`src/rtl/osg_pkg.sv`:
```
package osg_pkg;
  localparam logic [7:0] SYM_COM    = 8'hBC;
  localparam logic [7:0] SYM_PAD    = 8'hF7;
  localparam logic [7:0] SYM_SKP    = 8'h1C;
  localparam logic [7:0] SYM_TS1_ID = 8'h4A;
  localparam logic [7:0] SYM_TS2_ID = 8'h45;
  localparam int TS_LEN  = 16;
  localparam int SKP_LEN = 4;
  localparam int IDX_W   = $clog2(TS_LEN);

  typedef enum logic [1:0] {SEL_DATA, SEL_TS, SEL_SKP} sel_e;

  typedef struct packed {
    logic [7:0] link;
    logic [7:0] nfts;
    logic [7:0] rate;
    logic [7:0] tctl;
    logic       ts2;
    logic       pad;
  } ts_fields_t;
endpackage

```
`src/rtl/osg_skp_timer.sv`:
```
module osg_skp_timer #(
  parameter int INTERVAL = 1180
) (
  input  logic clk,
  input  logic rst,
  input  logic take,
  output logic pending
);
  localparam int CW = (INTERVAL > 1) ? $clog2(INTERVAL) : 1;
  localparam logic [CW-1:0] LAST = CW'(INTERVAL - 1);

  logic [CW-1:0] cnt_q;
  logic          expire;

  assign expire = (cnt_q == LAST);

  always_ff @(posedge clk) begin
    if (rst) begin
      cnt_q   <= '0;
      pending <= 1'b0;
    end else begin
      cnt_q   <= expire ? '0 : cnt_q + 1'b1;
      pending <= (pending & ~take) | expire;
    end
  end

  // a pending request is only dropped when a skip set takes it
  assert_pending_held_R5: assert property (@(posedge clk) disable iff (rst)
    $fell(pending) |-> $past(take));
endmodule

```
`src/rtl/osg_seq.sv`:
```
module osg_seq
  import osg_pkg::*;
(
  input  logic                 clk,
  input  logic                 rst,
  input  logic                 skp_pending,
  input  logic                 pkt_active,
  input  logic                 ts_req,
  input  ts_fields_t           fields_in,
  output sel_e                 sel,
  output logic [IDX_W-1:0]     idx,
  output ts_fields_t           fields,
  output logic                 skp_take
);
  localparam logic [IDX_W-1:0] TS_LAST  = IDX_W'(TS_LEN - 1);
  localparam logic [IDX_W-1:0] SKP_LAST = IDX_W'(SKP_LEN - 1);

  sel_e             state_q;
  logic [IDX_W-1:0] cnt_q;
  ts_fields_t       fld_q;
  logic             last;

  always_comb begin
    sel      = state_q;
    idx      = cnt_q;
    fields   = fld_q;
    skp_take = 1'b0;
    if (state_q == SEL_DATA) begin
      idx = '0;
      if (skp_pending && !pkt_active) begin
        sel      = SEL_SKP;
        skp_take = 1'b1;
      end else if (ts_req) begin
        sel    = SEL_TS;
        fields = fields_in;
      end else begin
        sel = SEL_DATA;
      end
    end
  end

  assign last = ((sel == SEL_TS) && (idx == TS_LAST)) ||
                ((sel == SEL_SKP) && (idx == SKP_LAST));

  always_ff @(posedge clk) begin
    if (rst) begin
      state_q <= SEL_DATA;
      cnt_q   <= '0;
      fld_q   <= '0;
    end else begin
      if ((sel != SEL_DATA) && !last) begin
        state_q <= sel;
        cnt_q   <= idx + 1'b1;
      end else begin
        state_q <= SEL_DATA;
        cnt_q   <= '0;
      end
      fld_q <= fields;
    end
  end

  // a skip set never begins while a packet is open
  assert_skp_outside_packet_R6: assert property (@(posedge clk) disable iff (rst)
    (state_q == SEL_SKP && cnt_q == 1) |-> !$past(pkt_active));

  // a training set runs to its final symbol without interruption
  assert_ts_runs_full_R2: assert property (@(posedge clk) disable iff (rst)
    (state_q == SEL_TS && cnt_q == TS_LAST - 1'b1) |=> (state_q == SEL_TS && cnt_q == TS_LAST));

  // captured fields stay constant while a set is in progress
  assert_fields_stable_R2: assert property (@(posedge clk) disable iff (rst)
    (state_q == SEL_TS && cnt_q > 1) |-> $stable(fld_q));
endmodule

```
`src/rtl/osg_lane.sv`:
```
module osg_lane
  import osg_pkg::*;
#(
  parameter int LANE_ID = 0
) (
  input  logic             clk,
  input  logic             rst,
  input  sel_e             sel,
  input  logic [IDX_W-1:0] idx,
  input  ts_fields_t       fields,
  input  logic [7:0]       d_in,
  input  logic             k_in,
  output logic [7:0]       sym_q,
  output logic             k_q
);
  logic [7:0] sym_d;
  logic       k_d;

  always_comb begin
    sym_d = d_in;
    k_d   = k_in;
    unique case (sel)
      SEL_SKP: begin
        sym_d = (idx == 0) ? SYM_COM : SYM_SKP;
        k_d   = 1'b1;
      end
      SEL_TS: begin
        k_d = 1'b0;
        case (idx)
          4'd0: begin sym_d = SYM_COM; k_d = 1'b1; end
          4'd1: begin sym_d = fields.pad ? SYM_PAD : fields.link; k_d = fields.pad; end
          4'd2: begin sym_d = fields.pad ? SYM_PAD : 8'(LANE_ID); k_d = fields.pad; end
          4'd3: sym_d = fields.nfts;
          4'd4: sym_d = fields.rate;
          4'd5: sym_d = fields.tctl;
          default: sym_d = fields.ts2 ? SYM_TS2_ID : SYM_TS1_ID;
        endcase
      end
      default: begin
        sym_d = d_in;
        k_d   = k_in;
      end
    endcase
  end

  always_ff @(posedge clk) begin
    if (rst) begin
      sym_q <= '0;
      k_q   <= 1'b0;
    end else begin
      sym_q <= sym_d;
      k_q   <= k_d;
    end
  end
endmodule

```
`src/rtl/osg_rxdet.sv`:
```
module osg_rxdet (
  input  logic clk,
  input  logic rst,
  input  logic start,
  input  logic phy_done,
  input  logic phy_result,
  output logic phy_req,
  output logic done,
  output logic present
);
  always_ff @(posedge clk) begin
    if (rst) begin
      phy_req <= 1'b0;
      done    <= 1'b0;
      present <= 1'b0;
    end else if (phy_req && phy_done) begin
      phy_req <= 1'b0;
      done    <= 1'b1;
      present <= phy_result;
    end else begin
      done <= 1'b0;
      if (start && !phy_req) phy_req <= 1'b1;
    end
  end

  // the request only drops on a PHY completion
  assert_req_until_done_R9: assert property (@(posedge clk) disable iff (rst)
    $fell(phy_req) |-> $past(phy_done));

  // a result strobe needs an open request the cycle before
  assert_done_after_req_R10: assert property (@(posedge clk) disable iff (rst)
    done |-> $past(phy_req));
endmodule

```
`src/rtl/osg_top.sv`:
```
module osg_top
  import osg_pkg::*;
#(
  parameter int LANES        = 4,
  parameter int SKP_INTERVAL = 1180
) (
  input  logic               clk,
  input  logic               rst,
  input  logic               ts_req,
  input  logic               ts_kind,
  input  logic               pad_force,
  input  logic [7:0]         link_num,
  input  logic [7:0]         n_fts,
  input  logic [7:0]         rate_id,
  input  logic [7:0]         train_ctl,
  input  logic               pkt_active,
  input  logic [LANES*8-1:0] dl_data,
  input  logic [LANES-1:0]   dl_k,
  output logic [LANES*8-1:0] lane_sym,
  output logic [LANES-1:0]   lane_k,
  input  logic               rxdet_start,
  output logic               phy_det_req,
  input  logic               phy_det_done,
  input  logic               phy_det_result,
  output logic               rxdet_done,
  output logic               rxdet_present
);
  sel_e             sel;
  sel_e             sel_q;
  logic [IDX_W-1:0] idx;
  ts_fields_t       fields_in;
  ts_fields_t       fields;
  logic             skp_pending;
  logic             skp_take;

  assign fields_in = '{link: link_num, nfts: n_fts, rate: rate_id,
                       tctl: train_ctl, ts2: ts_kind, pad: pad_force};

  osg_skp_timer #(.INTERVAL(SKP_INTERVAL)) u_timer (
    .clk(clk), .rst(rst), .take(skp_take), .pending(skp_pending));

  osg_seq u_seq (
    .clk(clk), .rst(rst), .skp_pending(skp_pending), .pkt_active(pkt_active),
    .ts_req(ts_req), .fields_in(fields_in), .sel(sel), .idx(idx),
    .fields(fields), .skp_take(skp_take));

  for (genvar l = 0; l < LANES; l++) begin : g_lane
    osg_lane #(.LANE_ID(l)) u_lane (
      .clk(clk), .rst(rst), .sel(sel), .idx(idx), .fields(fields),
      .d_in(dl_data[l*8 +: 8]), .k_in(dl_k[l]),
      .sym_q(lane_sym[l*8 +: 8]), .k_q(lane_k[l]));

    if (l > 0) begin : g_chk
      // skip symbols are identical on every lane
      assert_lanes_agree_R1: assert property (@(posedge clk) disable iff (rst)
        (sel_q == SEL_SKP) |-> (lane_sym[l*8 +: 8] == lane_sym[7:0] && lane_k[l] == lane_k[0]));
    end
  end

  osg_rxdet u_rxdet (
    .clk(clk), .rst(rst), .start(rxdet_start), .phy_done(phy_det_done),
    .phy_result(phy_det_result), .phy_req(phy_det_req), .done(rxdet_done),
    .present(rxdet_present));

  always_ff @(posedge clk) begin
    if (rst) sel_q <= SEL_DATA;
    else     sel_q <= sel;
  end

  // the first symbol after a skip start is the comma with control set
  assert_skp_starts_com_R4: assert property (@(posedge clk) disable iff (rst)
    ($past(sel_q) != SEL_SKP && sel_q == SEL_SKP) |-> (lane_sym[7:0] == SYM_COM && lane_k[0]));
endmodule

```
`config.mk`:
```
export PLATFORM = sky130hd
export DESIGN_NAME = osg_top
export DESIGN_NICKNAME = d
export VERILOG_FILES = /design/src/rtl/osg_pkg.sv /design/src/rtl/osg_skp_timer.sv /design/src/rtl/osg_seq.sv /design/src/rtl/osg_lane.sv /design/src/rtl/osg_rxdet.sv /design/src/rtl/osg_top.sv
export SDC_FILE = /design/constraint.sdc
export NUM_CORES = 1
export LEC_CHECK = 0
export CAP_MARGIN = 20
export CORE_MARGIN = 2
export CORE_UTILIZATION = 30
export CTS_CLUSTER_DIAMETER = 30
export DETAILED_ROUTE_END_ITERATION = 10
export DONT_BUFFER_PORTS = 1
export SLEW_MARGIN = 20
export SYNTH_ARGS = -nofsm -noshare
export SYNTH_HDL_FRONTEND = slang
export SYNTH_SLANG_ARGS = --single-unit
```
`constraint.sdc`:
```
create_clock -name clk -period 2.59 [get_ports clk]
set_clock_uncertainty 0.1 [all_clocks]
set_input_delay 0.1295 -clock clk [delete_from_list [all_inputs] [get_ports clk]]
set_output_delay 0.1295 -clock clk [all_outputs]
set_load 0.05 [all_outputs]
```
# Word level (Yosys, flattened, before mapping)

Cells that the tools add are included.

$add $sub $neg: 2
Equality and inequality tests: 9
Multiplexer cells: 30
Bitwise operators: 4
Reductions and logical operators: 17

Operators by type and width:

| operator                | count |
|---|---|
| $pmux W8 S6             | 4 |
| $mux W34                | 3 |
| $pmux W8 S2             | 4 |
| $mux W8                 | 6 |
| $add A11 B1 Y11 const B | 1 |
| $eq A11 B11 Y1 const B  | 1 |
| $pmux W1 S2             | 5 |
| $eq A4 B2 Y1 const B    | 2 |
| $eq A4 B3 Y1 const B    | 2 |
| $mux W4                 | 2 |
| $reduce_or A2 Y1        | 4 |
| $logic_and A1 B1 Y1     | 6 |
| $add A4 B1 Y4 const B   | 1 |
| $eq A4 B1 Y1 const B    | 1 |
| $eq A4 B4 Y1 const B    | 1 |
| $logic_not A4 Y1        | 1 |
| $mux W1                 | 4 |
| $mux W2                 | 2 |
| $logic_not A1 Y1        | 3 |
| $eq A2 B1 Y1 const B    | 1 |
| $eq A2 B2 Y1 const B    | 1 |
| $logic_not A2 Y1        | 1 |
| $not A1 Y1              | 2 |
| $reduce_bool A2 Y1      | 1 |
| other kinds (3)         | 3 |

Flip-flop bits (word level): 91
Input port bits: 77

# Depth between registers and ports, before layout

Gate-level depths: netlist (run 1).

Depth after elaboration: 11
Mapped depth: 13
Gate-level depth less buffers: 10

# Modules after synthesis

From an unflattened synthesis (run 1), not the netlist that was laid out.

Cell total of the unflattened synthesis: 688
Area total of the unflattened synthesis: 6030.8 µm²

Modules (own cells, without submodules):

| module                      | instances | cells an instance | area each (µm²) |
|---|---|---|---|
| osg_seq                     | 1         | 145               | 1755.4 |
| osg_lane (g_lane[2].u_lane) | 1         | 117               | 985.9 |
| osg_lane (g_lane[3].u_lane) | 1         | 125               | 923.4 |
| osg_lane (g_lane[0].u_lane) | 1         | 118               | 883.3 |
| osg_lane (g_lane[1].u_lane) | 1         | 115               | 837.1 |
| osg_skp_timer               | 1         | 58                | 531.8 |
| osg_rxdet                   | 1         | 10                | 113.9 |

# Least setup slack after synthesis (run 1)

No wires, ideal clock.

Kind: register to register
From: register u_seq.state_q[0]
To: register g_lane[0].u_lane.k_q
Library setup time: 70 ps
Data arrival time: 2380 ps
Data required time: 2420 ps
Setup slack: 39 ps
Stages on the path, launching flop included: 13
Cell sequence: dfxtp_1 > buf_2 > nor2_2 > and3_1 > buf_6 > buf_6 > buf_6 > nor2_1 > ha_1 > clkbuf_1 > o21a_1 > o31ai_1 > a21oi_1

Cells in the longest elaborated chain, start to end: 6

RTL lines:

| element                                             | line           | source |
|---|---|---|
| from (decl)                                         | osg_seq.sv:18  | `sel_e state_q;` |
| from (signal assigned)                              | osg_seq.sv:52  | `state_q <= sel;` |
| $logic_not A2 Y1                                    | osg_seq.sv:28  | `if (state_q == SEL_DATA) begin` |
| $mux W4                                             | osg_seq.sv:28  |  |
| $eq A4 B1 Y1 / $eq A4 B2 Y1 (equally long branches) | osg_lane.sv:29 | `case (idx)` |
| $reduce_or A2 Y1 (no source line)                   | -              |  |
| $pmux W1 S2                                         | osg_lane.sv:29 |  |
| $pmux W1 S2 (*)                                     | osg_lane.sv:22 | `unique case (sel)` |
| to (signal assigned)                                | osg_lane.sv:52 | `k_q <= k_d;` |
| to (decl)                                           | osg_lane.sv:14 | `output logic k_q` |

Every way passes the cells marked *; elsewhere a longest branch is shown, timed or not.
A chain may end at the register's enable or synchronous reset.

# Worst setup path in the final report (run 1)

From: register u_seq.state_q[1]
To: register g_lane[1].u_lane.sym_q[7]

Cells in the longest elaborated chain, start to end: 5

RTL lines:

| element                                       | line                           | source |
|---|---|---|
| $logic_not A2 Y1                              | osg_seq.sv:28                  |  |
| $mux W4 / $mux W34 (equally long branches)    | osg_seq.sv:28                  |  |
| $eq A4 B3 Y1, or another cell as far along    | osg_lane.sv:29                 |  |
| $pmux W8 S6 / $mux W8 (equally long branches) | osg_lane.sv:29, osg_lane.sv:24 |  |
| $pmux W8 S2 (*)                               | osg_lane.sv:22                 |  |
| to (signal assigned)                          | osg_lane.sv:51                 | `sym_q <= sym_d;` |
| to (decl)                                     | osg_lane.sv:13                 | `output logic [7:0] sym_q,` |

Marked as above.

==> results of run 1 <==
## area by class of cell
type | instances | share of cell area [%]
inverter | 9 | 0.636
timing repair buffer | 89 | 16.8
multi-input combinational | 332 | 39.2
tap | 176 | 4.15
clock inverter | 5 | 0.542
sequential | 91 | 34.3
clock buffer | 10 | 4.31
## sequential cells by signal (all words and copies together), names as in the netlist
signal               cells
u_rxdet.done             1
u_seq.cnt_q              4
u_rxdet.present          1
u_seq.fld_q             34
g_lane.u_lane.sym_q     32
u_seq.state_q            2
u_rxdet.phy_req          1
u_timer.cnt_q           11
g_lane.u_lane.k_q        4
u_timer.pending          1
## how the worst max path moves through the flow
stage	start	end	slack, ns	cells after the start
final	u_seq.state_q[1]$_SDFF_PP0_	g_lane[1].u_lane.sym_q[7]$_SDFF_PP0_	0.15	9
after global routing	u_seq.state_q[1]$_SDFF_PP0_	g_lane[0].u_lane.sym_q[7]$_SDFF_PP0_	-0.004	9
after CTS	u_seq.state_q[1]$_SDFF_PP0_	g_lane[2].u_lane.sym_q[2]$_SDFF_PP0_	0.06	9
after detailed placement	u_seq.state_q[1]$_SDFF_PP0_	g_lane[2].u_lane.sym_q[2]$_SDFF_PP0_	0.07	9
after global placement	u_seq.state_q[1]$_SDFF_PP0_	g_lane[2].u_lane.sym_q[2]$_SDFF_PP0_	0.14	9
after floorplan	u_seq.state_q[0]$_SDFF_PP0_	g_lane[0].u_lane.k_q$_SDFF_PP0_	0.04	12
## what timing repair did
action,4_1_cts,5_1_grt
hold buffers,73,0
endpoints found under the hold margin,72,0
setup endpoints to repair,0,24
gates resized for setup,0,7
## worst min-delay path: stages
cell	delay, ns
nor2b_1	0.13
o21ai_0	0.09
nand2_1	0.07
## synthesized netlist by cell type (3+ instances only)
master / count
a21oi_1: 53
and3_1: 5
buf_1: 3
buf_2: 3
buf_4: 5
buf_6: 4
clkbuf_1: 15
dfxtp_1: 91
ha_1: 8
inv_1: 9
mux2i_1: 15
nand2_1: 63
nand2b_1: 29
nand3_1: 11
nand4_1: 3
nor2_1: 43
nor2b_1: 8
nor3_1: 17
o211ai_1: 4
o21ai_0: 13
o21ai_1: 4
o22ai_1: 4
o41ai_4: 3
xnor2_1: 6
xor2_1: 4
## stage by stage
stage	power (W)	setup WS [ns]	util (%)	instance area (µm²)
CTS	0.00335	0.0596	39.8	5270
finish	0.00332	0.151	40.1	5310
detailed placement	0.00208	0.0667	32.2	4270
global route	0.00347	-0.00375	40.1	5310
global placement	0.00207	0.137	32.2	4270
floorplan	0.00202	0.0392	-	4060
## cell families (layout without fill, tap and decap cells)
family | Yosys count | count (layout) | share of synthesized area [%]
buf+inv | 39 | 113 | 4.90
xor+xnor | 10 | 10 | 2.16
compound gates | 104 | 104 | 18.1
simple gates | 192 | 192 | 22.5
flops | 91 | 91 | 44.8
fa+ha+maj | 8 | 8 | 2.46
mux | 18 | 18 | 5.08
## power by group
group	total (W)	internal, W	switching (W)	leakage (nW)
clock network	0.00116	0.000641	0.000515	0.132
registers	0.00173	0.00150	0.000231	0.749
logic	0.000441	0.000223	0.000218	1.18
## per-layer routing
layer  vias up  part of all wire [%]  track usage (%)
met4         0                   2.0             6.18
li1       1730                     -                -
met1      1634                    45             21.1
met3        18                   8.0             4.58
met2       122                    45             24.6
met5         -                     0                0
## placed cells by master (no fill, tap or decap), types with 2 or more instances in the layout
| cell | count |
|---|---|
| dfxtp_1 | 91 |
| o41ai_4 | 3 |
| ha_1 | 8 |
| nor2b_1 | 8 |
| nand3b_1 | 2 |
| o211ai_1 | 4 |
| xor2_1 | 4 |
| o22ai_2 | 2 |
| a311o_1 | 2 |
| o221ai_1 | 2 |
| o31ai_1 | 2 |
| nand3_1 | 9 |
| nand2b_1 | 29 |
| a31oi_1 | 2 |
| and2_1 | 2 |
| mux2i_1 | 15 |
| nand4_1 | 3 |
| o22ai_1 | 3 |
| xnor2_1 | 6 |
| dlygate4sd3_1 | 72 |
| o32ai_1 | 2 |
| buf_12 | 2 |
| mux2i_4 | 2 |
| buf_4 | 14 |
| o311ai_4 | 2 |
| inv_1 | 9 |
| nand2_1 | 63 |
| a21oi_1 | 53 |
| o21bai_1 | 2 |
| o21a_1 | 2 |
| clkinv_2 | 4 |
| and3_1 | 4 |
| nand3_2 | 2 |
| nor3_1 | 17 |
| clkbuf_16 | 9 |
| nor2_1 | 42 |
| nor4b_1 | 2 |
| nor2_2 | 2 |
| o21ai_1 | 5 |
| o21ai_0 | 12 |
==> metrics.cfg, run 1 <==
[run_status]
status = completed

[clocking]
clockBufferDepth = 2
cts.sinks = 91
numCtsBuffers = 9
clkLatencyLatePin_ns = 0.33
htreeDepth = 3
clk_pin_slew_ns = 0.06
post-cts-setup-buffers = 0
cts.root.buffer_cell = clkbuf_16
cts_tree = yes

[detailed_routing]
vias = 3504
drt-initial-drc-count = 181
ant_nets = 0
routedWlPerCell_um = 16.0
drt_wl_total_um = 11400
firstDrtPassIters = 4
via_per_inst = 4.92
post-route-drc-count = 0

[hold_path]
min_from = dl_data[2]
hold_path_depth = 3
min_to = g_lane[0].u_lane.sym_q[2]$_SDFF_PP0_
hp-class = in -> reg

[setup_path]
r2r_end = g_lane[1].u_lane.sym_q[7]$_SDFF_PP0_
crit_required_ns = 2.69
crit_slowest_cell = o41ai_4
arrival_ns = 2.54
cp_max_fo = 23
cp_cell_sequence = buf_4 -> nor2_2 -> and3_2 -> buf_12 -> buf_4 -> mux2i_1 -> o22ai_1 -> o41ai_4 -> a21oi_1
slowest_delay_ns = 0.34
reg2reg_slack_ns = 0.15
ff2ff_path_depth = 9
r2r-start = u_seq.state_q[1]$_SDFF_PP0_
crit_path_frequent_cell = buf_4
cp-start-kind = flip-flop
end_kind = flip-flop
critical_path_class = reg -> reg
cp_num_buf_inv = 3
crit_family = compound AO/OA/AOI/OAI gates

[synthesis]
synth_seq_cells = 91
ys_seq_area_share_pct = 44.8
async_flop_share_pct = 0
syn_area_per_cell_um2 = 8.80
netlist.area_leader.share_pct = 44.8
yosysWarnings = 0
syn_inst = 462
synth_top_area_cell = dfxtp_1
synth.net_count = 547
synth_edf_count = 0
ys_top_cells_by_area = dfxtp_1 45%, a21oi_1 6.5%, nand2_1 5.8%
netlist_area_um2 = 4060
synth_flop_cell = dfxtp_1
synth.distinct_cells = 53

[floorplan]
die_area_um2 = 14500
start_util_pct = 30.7
dieWidth_um = 120
die-height_um = 120
io_pins = 116
core_area_um2 = 13200
rows = 42

[placement]
io_buffers = 0
place_hpwl_um = 8000
gp_congestion = 0.888
dp.cells = 624

[sta]
setup_viol = 0
finalHoldViolCount = 0
final_max_slew_viol_count = 0
tightest_slew_ns = 0.590
rsz0062_at_grt = true
min_period_over_period_pct = 94.2
maxSlewHeadroom_pct = 60.7
fmax_ghz = 0.410
holdWs_ns = 0.0277
setup_tns_ns = 0
layout_min_cycle_time_ns = 2.44

[finish]
n_fill_cell = 1306
synthToLayoutAreaGrowth_pct = 30.6
multiInputGateArea_um2 = 2080
regArea_um2 = 1820
fin_cells = 712
antenna_cells = 0
fin_nets = 617
drive_above_1_share_pct = 9.51

[power]
p_per_area_nw_per_um2 = 626
power.leakage_nw = 2.06
peakVddDrop_v = 0.000308

[grt]
grt_pass1_wl_um = 18400
grt_use_total_pct = 16.0
first_global_vias = 3551
grt_max_degree = 69
antenna_found_initial = 0
overflow = 0

[flow_run]
max-cap-violations = 0

Note: power is estimated with default switching activity, not from simulation.
==> inputs of run 2 (changes only) <==
--- a/constraint.sdc
+++ b/constraint.sdc
@@ -3,3 +3,3 @@
 set_input_delay 0.1295 -clock clk [delete_from_list [all_inputs] [get_ports clk]]
 set_output_delay 0.1295 -clock clk [all_outputs]
-set_load 0.05 [all_outputs]
+set_load 0.1 [all_outputs]
==> run 2 against run 1 <==
Register-to-register slack hardly changed. Die area unchanged. Final area increased by 3.9%. Worst hold slack improved by 0.0016 ns. Global-route usage increased by 0.31 points. Clock power rose by 38%. Total power is 20% higher. Sequential power grew 10%. Combinational power is 7.0% higher. Via count rose by 1.2%. Setup slack improved by 0.0057 ns. Clock-buffer cell count unchanged. Largest cell class unchanged.
==> metrics.cfg, run 2 (same netlist as run 1, synthesis figures left out) <==
[clocking]
clkLatencyLatePin_ns = 0.35  ; was 0.33 ns
clockBufferDepth = 2  ; unchanged
cts.root.buffer_cell = clkbuf_16  ; unchanged
clk_pin_slew_ns = 0.07  ; was 0.06 ns
cts.sinks = 91  ; unchanged
cts_tree = yes  ; unchanged
htreeDepth = 3  ; unchanged
numCtsBuffers = 9  ; unchanged

[hold_path]
min_from = rst  ; was dl_data[2]
hp-class = in -> reg  ; unchanged
hold_path_depth = 2  ; was 3
min_to = g_lane[3].u_lane.sym_q[1]$_SDFF_PP0_  ; was g_lane[0].u_lane.sym_q[2]$_SDFF_PP0_

[floorplan]
core_area_um2 = 13200  ; unchanged
start_util_pct = 30.7  ; unchanged
rows = 42  ; unchanged
dieWidth_um = 120  ; unchanged
io_pins = 116  ; unchanged
die-height_um = 120  ; unchanged
die_area_um2 = 14500  ; unchanged

[setup_path]
r2r-start = u_seq.state_q[1]$_SDFF_PP0_  ; unchanged
arrival_ns = 2.55  ; was 2.54 ns
reg2reg_slack_ns = 0.16  ; was 0.15 ns
crit_required_ns = 2.71  ; was 2.69 ns
cp-start-kind = flip-flop  ; unchanged
ff2ff_path_depth = 9  ; unchanged
r2r_end = g_lane[2].u_lane.sym_q[2]$_SDFF_PP0_  ; was g_lane[1].u_lane.sym_q[7]$_SDFF_PP0_
startpoint = u_seq.state_q[1]$_SDFF_PP0_  ; unchanged
cp_max_fo = 6  ; was 23
end_kind = flip-flop  ; unchanged
critical_path_class = reg -> reg  ; unchanged

[finish]
largest_reg_flops = 34  ; unchanged
n_fill_cell = 1293  ; was 1306
fin_nets = 626  ; was 617
antenna_cells = 0  ; unchanged
drive_above_1_share_pct = 11.0  ; was 9.51%
largest_register = u_seq.fld_q  ; unchanged
fin_area_um2 = 5520  ; was 5310 µm²
top_regs = u_seq.fld_q (34), g_lane.u_lane.sym_q (32), u_timer.cnt_q (11)  ; unchanged
synthToLayoutAreaGrowth_pct = 35.7  ; was 30.6%
mostFrequentLayoutCells = 91 x dfxtp_1, 78 x dlygate4sd3_1, 62 x nand2_1, 52 x a21oi_1, 42 x nor2_1  ; was 91 x dfxtp_1, 72 x dlygate4sd3_1, 63 x nand2_1, 53 x a21oi_1, 42 x nor2_1
layout_commonest_cell = dfxtp_1  ; unchanged

[grt]
overflow = 0  ; unchanged
grt_max_degree = 69  ; unchanged
antenna_found_initial = 0  ; unchanged
grt_use_total_pct = 16.3  ; was 16.0%
grt_pass1_wl_um = 18600  ; was 18400 µm
first_global_vias = 3589  ; was 3551

[run_status]
status = completed  ; unchanged

[placement]
io_buffers = 0  ; unchanged
dpl_cell_area_um2 = 4270  ; about the same
gp_congestion = 0.849  ; was 0.888
place_hpwl_um = 8060  ; was 8000 µm

[detailed_routing]
vias = 3547  ; was 3504
drt-initial-drc-count = 219  ; was 181
drt_wl_total_um = 11800  ; was 11400 µm
firstDrtPassIters = 4  ; unchanged
via_per_inst = 4.91  ; was 4.92
post-route-drc-count = 0  ; unchanged
routedWlPerCell_um = 16.4  ; was 16.0 µm
ant_nets = 0  ; unchanged

[sta]
setup_tns_ns = 0  ; unchanged
min_period_over_period_pct = 94.0  ; was 94.2%
layout_min_cycle_time_ns = 2.43  ; was 2.44 ns
setup_viol = 0  ; unchanged
holdWs_ns = 0.0293  ; was 0.0277 ns
final_max_slew_viol_count = 0  ; unchanged
maxSlewHeadroom_pct = 35.1  ; was 60.7%
tightest_slew_ns = 0.972  ; was 0.590 ns
fmax_ghz = 0.411  ; was 0.410 GHz
finalHoldViolCount = 0  ; unchanged

[power]
peakVddDrop_v = 0.000312  ; was 0.000308 V
power.leakage_nw = 2.15  ; was 2.06 nW
power_w = 0.00398  ; was 0.00332 W
p_per_area_nw_per_um2 = 721  ; was 626 nW/µm²

[flow_run]
max-cap-violations = 0  ; unchanged

==> run 2: cell count changes in the layout (fill, tap and decap cells not counted), sizes merged <==
| cell | change |
|---|---|
| bufinv | +4 |
| buf | +3 |
| inv | -1 |
| clkinv | -2 |
| dlygate4sd3 | +6 |
==> run 2: through the flow <==
stage / util, % / instances / worst slack, ns
after detailed placement: 32.3 / 625 / 0.0616
final: 41.7 / 722 / 0.157
after floorplan: - / 462 / 0.0392
after global placement: 32.3 / 625 / 0.141
after global routing: 41.7 / 722 / -0.0450
after CTS: 41.1 / 720 / 0.0531
==> run 2: timing repair <==
action / in CTS / in global routing
setup buffers: 0 / 2
hold buffers: 79 / 0
setup endpoints to repair: 0 / 31
gates resized for setup: 0 / 13
hold endpoints to repair: 74 / 0
==> run 2: layer usage <==
layer	wire, µm	track usage [%]	vias to the layer above
met5	0	0	-
met4	213	6.54	0
met3	774	3.87	17
met2	5500	26.2	116
met1	5330	21.0	1668
li1	-	-	1746
==> run 2: worst max-delay path by stage <==
stage,to,depth (start not counted)
after floorplan,g_lane[0].u_lane.k_q$_SDFF_PP0_,12
after global placement,g_lane[2].u_lane.sym_q[2]$_SDFF_PP0_,9
after detailed placement,g_lane[2].u_lane.sym_q[2]$_SDFF_PP0_,9
after CTS,g_lane[1].u_lane.sym_q[0]$_SDFF_PP0_,9
after global routing,g_lane[3].u_lane.sym_q[6]$_SDFF_PP0_,9
final,g_lane[2].u_lane.sym_q[2]$_SDFF_PP0_,9
==> run 2: report_power, final <==
| group | switching (W) | internal, W | total, W |
|---|---|---|---|
| clock | 0.000553 | 0.00104 | 0.00160 |
| sequential | 0.000416 | 0.00149 | 0.00191 |
| combinational | 0.000237 | 0.000235 | 0.000472 |
==> run 2: cell type report <==
class                   count  area [µm²]  area share (%)
repair buffers             98         976            17.7
clock inverters             6         138            2.49
multi-input cells         332        2100            38.0
inverters                   9        33.8           0.612
well taps                 176         220            3.99
clock buffers              10         229            4.15
flip-flops and latches     91        1820            33.0
==> run 2: worst max-delay path, stage by stage (launching register included) <==
cell	delay [ns]
dfxtp_1	0.34
or2_2	0.33
nand2_1	0.13
inv_1	0.08
ha_1	0.20
o41ai_2	0.37
nand3_2	0.18
o211a_1	0.31
o311ai_4	0.12
o211ai_1	0.14
